### config.mk
export PLATFORM = sky130hd
export DESIGN_NAME = byte_word_bridge
export DESIGN_NICKNAME = d
export VERILOG_FILES = /design/src/rtl/bwb_pkg.sv /design/src/rtl/bwb_packer.sv /design/src/rtl/bwb_unpacker.sv /design/src/rtl/bwb_aligner.sv /design/src/rtl/byte_word_bridge.sv
export SDC_FILE = /design/constraint.sdc
export NUM_CORES = 1
export LEC_CHECK = 0
export CELL_PAD_IN_SITES_DETAIL_PLACEMENT = 0
export CELL_PAD_IN_SITES_GLOBAL_PLACEMENT = 1
export CORE_UTILIZATION = 25
export DETAILED_ROUTE_END_ITERATION = 6
export PLACE_DENSITY = 0.69
export REMOVE_ABC_BUFFERS = 1
export SYNTH_ARGS = -nofsm -noshare
export SYNTH_HDL_FRONTEND = slang
export SYNTH_HIERARCHICAL = 1
export SYNTH_SLANG_ARGS = --single-unit
### constraint.sdc
create_clock -name clk -period 2.46 [get_ports clk]
set_input_delay 0.246 -clock clk [delete_from_list [all_inputs] [get_ports clk]]
set_output_delay 0.246 -clock clk [all_outputs]
set_load 0.1 [all_outputs]
### src/rtl/bwb_pkg.sv
package bwb_pkg;

  localparam int LANES = 4;

  typedef enum logic [1:0] {
    PK_IDLE    = 2'd0,
    PK_COLLECT = 2'd1,
    PK_PUSH    = 2'd2
  } pk_state_t;

  typedef enum logic [1:0] {
    UP_IDLE  = 2'd0,
    UP_FETCH = 2'd1,
    UP_EMIT  = 2'd2
  } up_state_t;

  // Enable mask for a write that begins at byte offset off within a word.
  function automatic logic [3:0] offset_be(input logic [1:0] off);
    logic [3:0] m;
    m = 4'b1111 << off;
    return m;
  endfunction

  // Extract byte lane 'lane' of a 32-bit word.
  function automatic logic [7:0] pick_byte(input logic [31:0] word,
                                           input logic [1:0]  lane);
    logic [31:0] sh;
    sh = word >> {lane, 3'b000};
    return sh[7:0];
  endfunction

  // Word address with the two offset bits cleared.
  function automatic logic [31:0] align_mask32();
    return 32'hFFFF_FFFC;
  endfunction

endpackage

### src/rtl/bwb_packer.sv
module bwb_packer
  import bwb_pkg::*;
#(
  parameter int LEN_W = 16
) (
  input  logic             clk,
  input  logic             rst,
  input  logic             start,
  input  logic [LEN_W-1:0] len,
  input  logic             in_valid,
  input  logic [7:0]       in_data,
  output logic             in_ready,
  output logic             out_valid,
  output logic [31:0]      out_data,
  output logic [3:0]       out_be,
  input  logic             out_ready,
  output logic             busy,
  output logic             byte_take,
  output logic             word_push
);

  pk_state_t        state;
  logic [LEN_W-1:0] remaining;
  logic [1:0]       lane;
  logic [7:0]       slot [LANES];
  logic [LANES-1:0] slot_be;
  logic             last_byte;
  logic             lane_full;

  assign in_ready  = (state == PK_COLLECT);
  assign out_valid = (state == PK_PUSH);
  assign busy      = (state != PK_IDLE);
  assign byte_take = in_ready && in_valid;
  assign word_push = out_valid && out_ready;
  assign last_byte = (remaining == LEN_W'(1));
  assign lane_full = (lane == 2'd3);

  genvar g;
  generate
    for (g = 0; g < LANES; g++) begin : g_slot
      always_ff @(posedge clk) begin
        if (rst) begin
          slot[g]    <= 8'h00;
          slot_be[g] <= 1'b0;
        end else if (word_push) begin
          slot[g]    <= 8'h00;
          slot_be[g] <= 1'b0;
        end else if (byte_take && (lane == 2'(g))) begin
          slot[g]    <= in_data;
          slot_be[g] <= 1'b1;
        end
      end
      assign out_data[8*g +: 8] = slot[g];
    end
  endgenerate

  assign out_be = slot_be;

  always_ff @(posedge clk) begin
    if (rst) begin
      state     <= PK_IDLE;
      remaining <= '0;
      lane      <= 2'd0;
    end else begin
      case (state)
        PK_IDLE: begin
          if (start && (len != '0)) begin
            state     <= PK_COLLECT;
            remaining <= len;
            lane      <= 2'd0;
          end
        end
        PK_COLLECT: begin
          if (byte_take) begin
            remaining <= remaining - LEN_W'(1);
            lane      <= lane + 2'd1;
            if (lane_full || last_byte) state <= PK_PUSH;
          end
        end
        PK_PUSH: begin
          if (out_ready) begin
            lane  <= 2'd0;
            state <= (remaining == '0) ? PK_IDLE : PK_COLLECT;
          end
        end
        default: state <= PK_IDLE;
      endcase
    end
  end

endmodule

### src/rtl/bwb_unpacker.sv
module bwb_unpacker
  import bwb_pkg::*;
#(
  parameter int WCNT_W = 16
) (
  input  logic              clk,
  input  logic              rst,
  input  logic              start,
  input  logic [WCNT_W-1:0] nwords,
  input  logic              in_valid,
  input  logic [31:0]       in_data,
  output logic              in_ready,
  output logic              out_valid,
  output logic [7:0]        out_data,
  input  logic              out_ready,
  output logic              busy,
  output logic              word_take,
  output logic              byte_put
);

  up_state_t         state;
  logic [31:0]       hold;
  logic [1:0]        lane;
  logic [WCNT_W-1:0] left;

  assign in_ready  = (state == UP_FETCH);
  assign out_valid = (state == UP_EMIT);
  assign busy      = (state != UP_IDLE);
  assign word_take = in_ready && in_valid;
  assign byte_put  = out_valid && out_ready;
  assign out_data  = pick_byte(hold, lane);

  always_ff @(posedge clk) begin
    if (rst) begin
      state <= UP_IDLE;
      hold  <= '0;
      lane  <= 2'd0;
      left  <= '0;
    end else begin
      case (state)
        UP_IDLE: begin
          if (start && (nwords != '0)) begin
            state <= UP_FETCH;
            left  <= nwords;
          end
        end
        UP_FETCH: begin
          if (word_take) begin
            hold  <= in_data;
            lane  <= 2'd0;
            state <= UP_EMIT;
          end
        end
        UP_EMIT: begin
          if (byte_put) begin
            lane <= lane + 2'd1;
            if (lane == 2'd3) begin
              left  <= left - WCNT_W'(1);
              state <= (left == WCNT_W'(1)) ? UP_IDLE : UP_FETCH;
            end
          end
        end
        default: state <= UP_IDLE;
      endcase
    end
  end

endmodule

### src/rtl/bwb_aligner.sv
module bwb_aligner
  import bwb_pkg::*;
#(
  parameter int ADDR_W = 32
) (
  input  logic              clk,
  input  logic              rst,
  input  logic              cmd_valid,
  input  logic [ADDR_W-1:0] cmd_addr,
  output logic              bus_valid,
  output logic [ADDR_W-1:0] bus_addr,
  output logic [3:0]        bus_be
);

  localparam logic [ADDR_W-1:0] WORD_MASK = {{(ADDR_W-2){1'b1}}, 2'b00};

  always_ff @(posedge clk) begin
    if (rst) begin
      bus_valid <= 1'b0;
      bus_addr  <= '0;
      bus_be    <= 4'b0000;
    end else begin
      bus_valid <= cmd_valid;
      if (cmd_valid) begin
        bus_addr <= cmd_addr & WORD_MASK;
        bus_be   <= offset_be(cmd_addr[1:0]);
      end
    end
  end

endmodule

### src/rtl/byte_word_bridge.sv
module byte_word_bridge #(
  parameter int LEN_W  = 16,
  parameter int WCNT_W = 16,
  parameter int ADDR_W = 32
) (
  input  logic              clk,
  input  logic              rst,
  input  logic              rx_start,
  input  logic [LEN_W-1:0]  rx_len,
  input  logic              bf_rd_valid,
  input  logic [7:0]        bf_rd_data,
  output logic              bf_rd_ready,
  output logic              wf_wr_valid,
  output logic [31:0]       wf_wr_data,
  output logic [3:0]        wf_wr_be,
  input  logic              wf_wr_ready,
  output logic              rx_busy,
  input  logic              tx_start,
  input  logic [WCNT_W-1:0] tx_words,
  input  logic              wf_rd_valid,
  input  logic [31:0]       wf_rd_data,
  output logic              wf_rd_ready,
  output logic              bf_wr_valid,
  output logic [7:0]        bf_wr_data,
  input  logic              bf_wr_ready,
  output logic              tx_busy,
  input  logic              cmd_valid,
  input  logic [ADDR_W-1:0] cmd_addr,
  output logic              bus_wr_valid,
  output logic [ADDR_W-1:0] bus_wr_addr,
  output logic [3:0]        bus_wr_be
);

  // Named internal events, observed by the bound checker.
  logic rx_byte_take;
  logic rx_word_push;
  logic tx_word_take;
  logic tx_byte_put;

  bwb_packer #(.LEN_W(LEN_W)) u_packer (
    .clk       (clk),
    .rst       (rst),
    .start     (rx_start),
    .len       (rx_len),
    .in_valid  (bf_rd_valid),
    .in_data   (bf_rd_data),
    .in_ready  (bf_rd_ready),
    .out_valid (wf_wr_valid),
    .out_data  (wf_wr_data),
    .out_be    (wf_wr_be),
    .out_ready (wf_wr_ready),
    .busy      (rx_busy),
    .byte_take (rx_byte_take),
    .word_push (rx_word_push)
  );

  bwb_unpacker #(.WCNT_W(WCNT_W)) u_unpacker (
    .clk       (clk),
    .rst       (rst),
    .start     (tx_start),
    .nwords    (tx_words),
    .in_valid  (wf_rd_valid),
    .in_data   (wf_rd_data),
    .in_ready  (wf_rd_ready),
    .out_valid (bf_wr_valid),
    .out_data  (bf_wr_data),
    .out_ready (bf_wr_ready),
    .busy      (tx_busy),
    .word_take (tx_word_take),
    .byte_put  (tx_byte_put)
  );

  bwb_aligner #(.ADDR_W(ADDR_W)) u_aligner (
    .clk       (clk),
    .rst       (rst),
    .cmd_valid (cmd_valid),
    .cmd_addr  (cmd_addr),
    .bus_valid (bus_wr_valid),
    .bus_addr  (bus_wr_addr),
    .bus_be    (bus_wr_be)
  );

endmodule

# After elaboration in Yosys (flattened, before gate mapping)
# Memory sizes are Yosys's and may differ from the RTL's.
# Cells that the tools add are included.
word_totals:
  ramBits: 32
  ff_bits: 111
  elab_cells: 133
  n_memories: 1
op_classes:
  n_reduce_logical: 31
  shift: 2
  mux: 55
  bitwise_logic: 8
  n_eq_ne: 18
  n_addsub: 4
memory_table:
  columns: ["name", "depth", "width", "read_ports", "rd_clocked_by_memory_dff", "write_ports", "line_no", "rtl"]
  rows:
  - ["u_packer.slot", 4, 8, 4, 0, 4, "bwb_packer.sv:25", "logic [7:0] slot [LANES];"]
op_table:
  columns: ["operator", "n"]
  rows:
  - ["$mux 16", 5]
  - ["$mux 8", 8]
  - ["$pmux 16 s2", 2]
  - ["$eq 16x1->1 const B", 2]
  - ["$reduce_bool 16->1", 2]
  - ["$shr 32x5->8", 1]
  - ["$sub 16x1->16 const B", 2]
  - ["$mux 2", 13]
  - ["$mux 1", 23]
  - ["$pmux 2 s3", 3]
  - ["$logic_not 16->1", 1]
  - ["$reduce_and 4->1", 4]
  - ["$ne 2x2->1 const B", 6]
  - ["$eq 2x2->1 const B", 5]
  - ["$logic_and 1x1->1", 10]
  - ["$reduce_bool 2->1", 5]
  - ["$or 1x1->1", 8]
  - ["$eq 2x1->1 const B", 3]
  - ["$logic_not 2->1", 3]
  - ["$reduce_and 3->1", 2]
  - ["$add 2x1->2 const B", 2]
  - ["$ne 2x1->1 const B", 2]
  - ["$pmux 2 s2", 1]
  - ["$shl 4x2->4 const A", 1]
  - ["other kinds (4)", 4]

# Longest topological paths before layout
# Gate-level depths: netlist (run 1).
logic_depth:
  ltp_word: 8
  mapped_depth: 9

# By module
# The synthesis (run 1) kept the hierarchy.
by_module_without_submodules:
  columns: ["module", "cells_per_inst", "seq_area_each_um2", "n_inst", "area_each_um2"]
  rows:
  - ["bwb_packer", 265, 1441.4, 1, 2730.1]
  - ["bwb_unpacker", 322, 1041.0, 1, 2539.9]
  - ["bwb_aligner", 116, 700.7, 1, 1292.5]

# Least setup slack after synthesis (run 1)
# OpenSTA, ideal clock, no wires.
synth_timing:
  kind: "reg-to-reg"
  start: "reg u_unpacker.state[0]"
  end: "reg u_unpacker.hold[23]"
  path_slack_ns: -0.400
  path_stages_with_launch: 7
  setup_ns: 0.070
  t_required_ns: 2.390
  arrival_ns: 2.789
  period_less_slack_ns: 2.860
  path_cell_list: "dfxtp_1 -> nor2b_1 -> nand2_1 -> clkinv_1 -> clkbuf_1 -> nand2_1 -> a21oi_1"
synth_between:
  elab_chain_len: 3
synth_lines:
  columns: ["element", "line_no", "rtl"]
  rows:
  - ["start, declared", "bwb_unpacker.sv:21", "up_state_t state;"]
  - ["start signal, assigned", "bwb_unpacker.sv:59", "state <= (left == WCNT_W'(1)) ? UP_IDLE : UP_FETCH;"]
  - ["$eq 2x1->1 (*)", "bwb_unpacker.sv:26", "assign in_ready = (state == UP_FETCH);"]
  - ["named net wf_rd_ready", "byte_word_bridge.sv:22", "output logic wf_rd_ready,"]
  - ["$logic_and 1x1->1", "bwb_unpacker.sv:29", "assign word_take = in_ready && in_valid;"]
  - ["$reduce_and 2->1 (no line) (*)", null, null]
  - ["end signal, assigned", "bwb_unpacker.sv:49", "hold <= in_data;"]
  - ["end, declared", "bwb_unpacker.sv:22", "logic [31:0] hold;"]
# Mark *: on every way through the listed nets, which the timed path passes. The rest lies on a longest branch.
# A chain may end at the register's enable or synchronous reset.

# Worst setup path in the final report (run 1)
layout_timing:
  start: "reg u_unpacker.left[1]"
  end: "reg u_unpacker.left[10]"
layout_between:
  elab_chain_len: 4
layout_lines:
  columns: ["element", "line_no", "rtl"]
  rows:
  - ["start, declared", "bwb_unpacker.sv:24", "logic [WCNT_W-1:0] left;"]
  - ["start signal, assigned", "bwb_unpacker.sv:44", "left <= nwords;"]
  - ["start signal, assigned", "bwb_unpacker.sv:58", "left <= left - WCNT_W'(1);"]
  - ["$sub 16x1->16", "bwb_unpacker.sv:58", null]
  - ["$mux 16", "bwb_unpacker.sv:57", "if (lane == 2'd3) begin"]
  - ["$mux 16", "bwb_unpacker.sv:55", "if (byte_put) begin"]
  - ["$pmux 16 s2", "bwb_unpacker.sv:40", "case (state)"]
# No other way between the ends. The select of a mux whose other input is x is not followed.

==> metrics.yaml, run 1 <==
slew_violations: 0
syn_to_final_growth_pct: 41.75
post-route-period-util_pct: 95.05
fin_crit_ns: 2.338
worst_slack_ns: 0.1218
path_max_fanout: 7
power_density_mw_per_mm2: 715.6
dieArea_sq_mm: 0.02690
grt_pass1_wl_um: 28280
wirelength_um: 18180
dr_total_vias: 5686
clk_pin_slew_ns: 0.06
hold_depth: 2
start_util_pct: 25.76
holdPathEnd: "u_unpacker/left[3]"
crit_required_ns: 2.80
reg2reg_slack_ns: 0.12
p_int_mw: 4.399
maxCapViolCount: 0
power.share.clock_pct: 36.7
cts_tree: "built"
core_sq_mm: 0.02547
place_inst: 1206
drc: 0
synthFlopType: "dfxtp_1"
wl_met1_um: 8614
ys_types: 67
globalplace.congestion: 0.7504
die_h_um: 164.0
crit_type: "register to register"
hold_viol: 0
status: "complete, no violations"
num_io_pins: 200
relSlewSlack_pct: 61.88
ys_seq_area_share_pct: 48.50
r2r-end: "u_unpacker/left[10]"
hp-start: "rst"
worst_slew_pin_slew_ns: 0.5717
layout.cells.non_filler: 1238
yosys_register_bits: 143
grt_usage_pct: 13.49
worstReg2RegStart: "u_unpacker/left[1]"
synth_adder_area_share_pct: 1.716
wl_met3_um: 806
post-route-cell-area_sq_mm: 0.009303
grt_max_degree: 84
finalPower_mw: 6.657
cp-start-kind: "register"
grt_overflow: 0
synth_edf_count: 32
postSynthCellCount: 703
cts_setup_buffers: 0
power_leakage_nw: 3.689
synthMuxAreaShare_pct: 7.645
diodes: 0
port_buffers: 197
drtIter0Drc: 310
hold_buffers: 0
async_flop_share_pct: 0
setup_viol: 0
via_per_inst: 4.593
pwr-share-seq_pct: 39.3
hp-class: "input port to register"
synth_compound_area_share_pct: 14.64
dr_wl_met2_um: 8520
clock-sinks: 143
fmax_ghz: 0.4277
avgSynthCellArea_sq_um: 9.335
rsz0062_at_grt: "no"
final_layout_size_suffix_gt1_share_pct: 20.26
ant_nets: 0
place_area_sq_mm: 0.008752
cts_inserted_buffers: 17
worst_clock_skew_ns: 0.009843
clock_path_buffers: 2
htree_levels: 4
yosysWarnings: 6
wire_per_inst_um: 14.68
die_w_um: 164.0
yosys.area_share.simple_pct: 22.38
fin_nets: 1017
antenna_found_initial: 2
hpwl_um: 12900
p_sw_mw: 2.257
post_cts_resized: 0
synth_top_family_by_area: "simple AND/OR/NAND/NOR gates"
synthXorXnorAreaFrac_pct: 0.1335
ir_drop_uv: 304.0
fin_tns_setup_ns: 0
comb_power_share_pct: 24.0
grt_pass1_vias: 5287
std_cell_rows: 58
pre_cts_slack_ns: 0.1898
clockRootBuffer: "clkbuf_16"
crit_start: "u_unpacker/left[1]"
clock_latency_ns: 0.41
first_pass_iters: 4
r2r_cells: 7
critPathCaptureType: "register"
synth_area_sq_mm: 0.006563
sw_frac_of_total_pct: 33.91
worstPathArrival_ns: 2.67
top_layer: "met5"
## power by group through the flow
stage	clock network (mW)	logic, mW	registers, mW
3_3_place_gp	0	1.60	2.67
2_1_floorplan	0	0.611	3.08
4_1_cts	2.55	1.61	2.62
5_1_grt	2.64	1.70	2.64
6_report	2.44	1.60	2.62
3_5_place_dp	0	1.60	2.67
## metal layers
layer  vias to the layer above  GRT usage, %
met5                         -             0
met4                         4         4.251
met3                        13         3.409
met2                       123         21.21
met1                      2696         18.02
li1                       2850             -
## cells in the mapped netlist, drive strengths merged (2+ instances only)
cell type / number / area, sq um
a211oi: 7 / 57.55
a21o: 13 / 97.59
a21oi: 82 / 414.2
a22oi: 4 / 30.03
a2bb2oi: 2 / 17.52
a31oi: 2 / 12.51
a41oi: 3 / 33.79
and2: 35 / 219.0
buf: 22 / 172.7
clkbuf: 26 / 97.59
dfxtp: 111 / 2222
edfxtp: 32 / 960.9
ha: 9 / 112.6
inv: 13 / 48.80
mux2i: 31 / 310.3
mux4: 8 / 180.2
nand2: 97 / 364.1
nand2b: 11 / 76.32
nand3: 9 / 45.04
nand3b: 2 / 15.01
nand4: 2 / 12.51
nor2: 72 / 292.8
nor2b: 4 / 25.02
nor3: 11 / 71.32
nor3b: 6 / 45.04
nor4: 15 / 108.9
o21a: 2 / 15.01
o21ai: 27 / 135.1
o31ai: 3 / 22.52
o32ai: 6 / 52.55
or2: 9 / 56.30
or3: 3 / 20.02
or3b: 3 / 26.28
or4: 7 / 65.06
## worst max path at each step
stage	end	slack (ns)	cells after the start
floorplan	u_unpacker/lane[1]	-1.28	6
global route	u_unpacker/left[10]	0.01	7
CTS	u_unpacker/left[10]	0.16	7
detailed placement	u_unpacker/left[10]	0.19	7
finish	u_unpacker/left[10]	0.12	7
global placement	u_unpacker/left[8]	0.23	6
## state kept, by name, indices dropped and copies added (netlist names)
register / cells
u_packer/lane: 2
u_aligner/bus_be: 4
u_aligner/bus_valid: 1
u_packer/remaining: 16
u_unpacker/hold: 32
u_unpacker/left: 16
u_unpacker/lane: 2
u_unpacker/state: 2
u_packer/out_be: 4
u_packer/slot: 32
u_aligner/bus_addr: 30
u_packer/state: 2
## cell type report
cell class | instances | area (sq um)
Tap cell | 330 | 412.9
Fill cell | 2616 | 16170
Clock inverter | 15 | 125.1
Multi-Input combinational cell | 499 | 3067
Clock buffer | 17 | 425.4
Timing Repair Buffer | 220 | 2037
Sequential cell | 143 | 3183
Inverter | 14 | 52.55
## logic make-up after synthesis
family / after synthesis
XOR/XNOR: 1
adder cells (fa/ha/maj): 9
AO/OA/AOI/OAI: 158
other: 1
flip-flops: 143
AND/OR/NAND/NOR: 289
multiplexers: 40
buffers and inverters: 62
## layout by cell type, fill, tap and decap left out, types with 25 or more instances in the layout
cell,count
dfxtp_1,111
clkdlybuf4s50_1,110
buf_4,100
nand2_1,97
a21oi_1,81
nor2_1,67
and2_1,35
edfxtp_1,32
mux2i_1,31
o21ai_0,25
## through the flow
stage / util, % / hold slack [ns]
3_3_place_gp: 34.36 / 0.4374
2_1_floorplan: - / 0.3084
4_1_cts: 36.52 / 0.2726
5_1_grt: 36.52 / 0.2887
6_report: 36.52 / 0.2947
3_5_place_dp: 34.36 / 0.4460
## critical path: stages (launching register included)
cell,delay [ns]
dfxtp_1,0.30
inv_1,0.09
ha_1,0.21
or4b_2,0.70
nor3_1,0.43
a22oi_1,0.11
or2_2,0.29
a21oi_1,0.13
Power figures use the tool's default switching activity.
==> run 2: changes to the inputs <==
--- a/config.mk
+++ b/config.mk
@@ -5,11 +5,13 @@
 export SDC_FILE = /design/constraint.sdc
 export NUM_CORES = 1
 export LEC_CHECK = 0
+export ABC_AREA = 1
 export CELL_PAD_IN_SITES_DETAIL_PLACEMENT = 0
 export CELL_PAD_IN_SITES_GLOBAL_PLACEMENT = 1
 export CORE_UTILIZATION = 25
+export CTS_CLUSTER_DIAMETER = 120
 export DETAILED_ROUTE_END_ITERATION = 6
-export PLACE_DENSITY = 0.69
+export PLACE_DENSITY = 0.71
 export REMOVE_ABC_BUFFERS = 1
 export SYNTH_ARGS = -nofsm -noshare
 export SYNTH_HDL_FRONTEND = slang
==> metrics.yaml, run 2 <==
drc: 0
layout_common_cells: "nand2_1 (245), nor2_1 (228), clkdlybuf4s50_1 (111), dfxtp_1 (111), buf_4 (86)"
clockRootBuffer: "clkbuf_16"
reg2reg_slack_ns: 0.46
worst_clock_skew_ns: 0.01221
synth_area_sq_mm: 0.006918
clock-sinks: 143
post-route-period-util_pct: 84.89
die_w_um: 168.3
worst_slew_pin_slew_ns: 0.5748
grt_max_degree: 45
cts_tree: "built"
ant_nets: 0
place_inst: 1469
final_layout_size_suffix_gt1_share_pct: 14.83
std_cell_rows: 60
via_per_inst: 4.415
cts_inserted_buffers: 17
layout.cells.non_filler: 1501
ir_drop_uv: 405.2
hpwl_um: 15910
reg_top3: "u_packer/slot: 32 flops, u_unpacker/hold: 32 flops, u_aligner/bus_addr: 30 flops"
power_density_mw_per_mm2: 919.5
status: "complete, no violations"
post-route-util_pct: 35.40
fin_crit_ns: 2.088
critPathCaptureType: "primary output"
clock_path_buffers: 2
r2r_cells: 6
grt_pass1_wl_um: 33820
worstPathArrival_ns: 1.84
crit_type: "register to primary output"
dieArea_sq_mm: 0.02834
slowest_delay_ns: 0.41
syn_to_final_growth_pct: 38.31
final_common_cell: "nand2_1"
fillers: 2914
wire_per_inst_um: 14.45
crit_end: "bf_wr_data[5]"
rsz0062_at_grt: "no"
path_max_fanout: 16
hold_viol: 0
path_cells: "inv_1, o21ai_0, o22ai_1, buf_12"
worstReg2RegStart: "u_packer/state[0]"
start_util_pct: 25.60
maxCapViolCount: 0
fin_nets: 1269
r2r-end: "u_packer/slot[2][6]"
clock_latency_ns: 0.42
grt_usage_pct: 15.37
antenna_found_initial: 0
grt_pass1_vias: 6293
cp-start-kind: "register"
hp-class: "input port to register"
avgSynthCellArea_sq_um: 7.199
drtIter0Drc: 394
crit_required_ns: 2.21
port_buffers: 197
htree_levels: 4
diodes: 0
grt_overflow: 0
relSlewSlack_pct: 61.62
num_io_pins: 200
post_cts_resized: 0
dr_total_vias: 6627
globalplace.congestion: 0.8130
postSynthCellCount: 961
setup_viol: 0
hold_buffers: 0
power_leakage_nw: 4.193
cts_setup_buffers: 0
yosysWarnings: 6
crit_slowest_cell: "inv_1"
fmax_ghz: 0.4788
clk_pin_slew_ns: 0.06
die_h_um: 168.3
slew_violations: 0
first_pass_iters: 5
core_sq_mm: 0.02703
wirelength_um: 21690
crit_start: "u_unpacker/lane[0]"
## run 2: changes by cell type in the layout (fill, tap and decap cells not counted), moves of 34 or more
cell,change
nor2_1,+161
nand3_1,+34
inv_1,+45
nand2_1,+148
and2_1,-35
o21ai_0,+46
## run 2: area by class of cell
class	count	area (sq um)	area share (%)
inverter	67	259.0	2.707
multi-input combinational	712	3227	33.73
clock buffer	17	425.4	4.446
tap	341	426.7	4.459
clock inverter	15	125.1	1.308
timing repair buffer	206	1922	20.09
sequential	143	3183	33.27
## run 2: per-layer routing
metal	routed length, um	global-route usage, %
met1	10030	19.89
met2	10570	25.98
met3	846	3.126
met4	253	3.953
met5	0	0
## run 2: through the flow
step / setup slack, ns / cell area (sq um) / hold slack (ns) / power (mW) / setup TNS [ns]
2_1_floorplan: -1.178 / 6669 / 0.3084 / 5.414 / -46.53
3_3_place_gp: 0.5444 / 9017 / 0.4445 / 6.416 / 0
3_5_place_dp: 0.4745 / 9017 / 0.4532 / 6.420 / 0
4_1_cts: 0.3262 / 9568 / 0.3597 / 8.914 / 0
5_1_grt: 0.2328 / 9568 / 0.3751 / 9.324 / 0
6_report: 0.3716 / 9568 / 0.3854 / 8.797 / 0
## run 2: critical path: cells and delay by family (launching register included)
family                 cells  cell delay (ns)
AOI/OAI and AO/OA          2             0.47
DFF                        1             0.32
buffers and inverters      2             0.64
## run 2: where the power goes
part | switching (mW) | internal (mW)
clock network | 1.11 | 1.33
registers | 0.225 | 2.69
logic | 2.47 | 0.978
total | 3.80 | 4.99
## run 2: worst min path at each step
stage          depth (start not counted)           startpoint                      to
2_1_floorplan                          1                  rst  u_packer/remaining[13]
3_3_place_gp                           2  u_aligner/bus_be[3]     u_aligner/bus_be[3]
3_5_place_dp                           2   u_unpacker/hold[9]      u_unpacker/hold[9]
4_1_cts                                3       wf_rd_data[30]     u_unpacker/hold[30]
5_1_grt                                3        wf_rd_data[1]      u_unpacker/hold[1]
6_report                               3       wf_rd_data[30]     u_unpacker/hold[30]
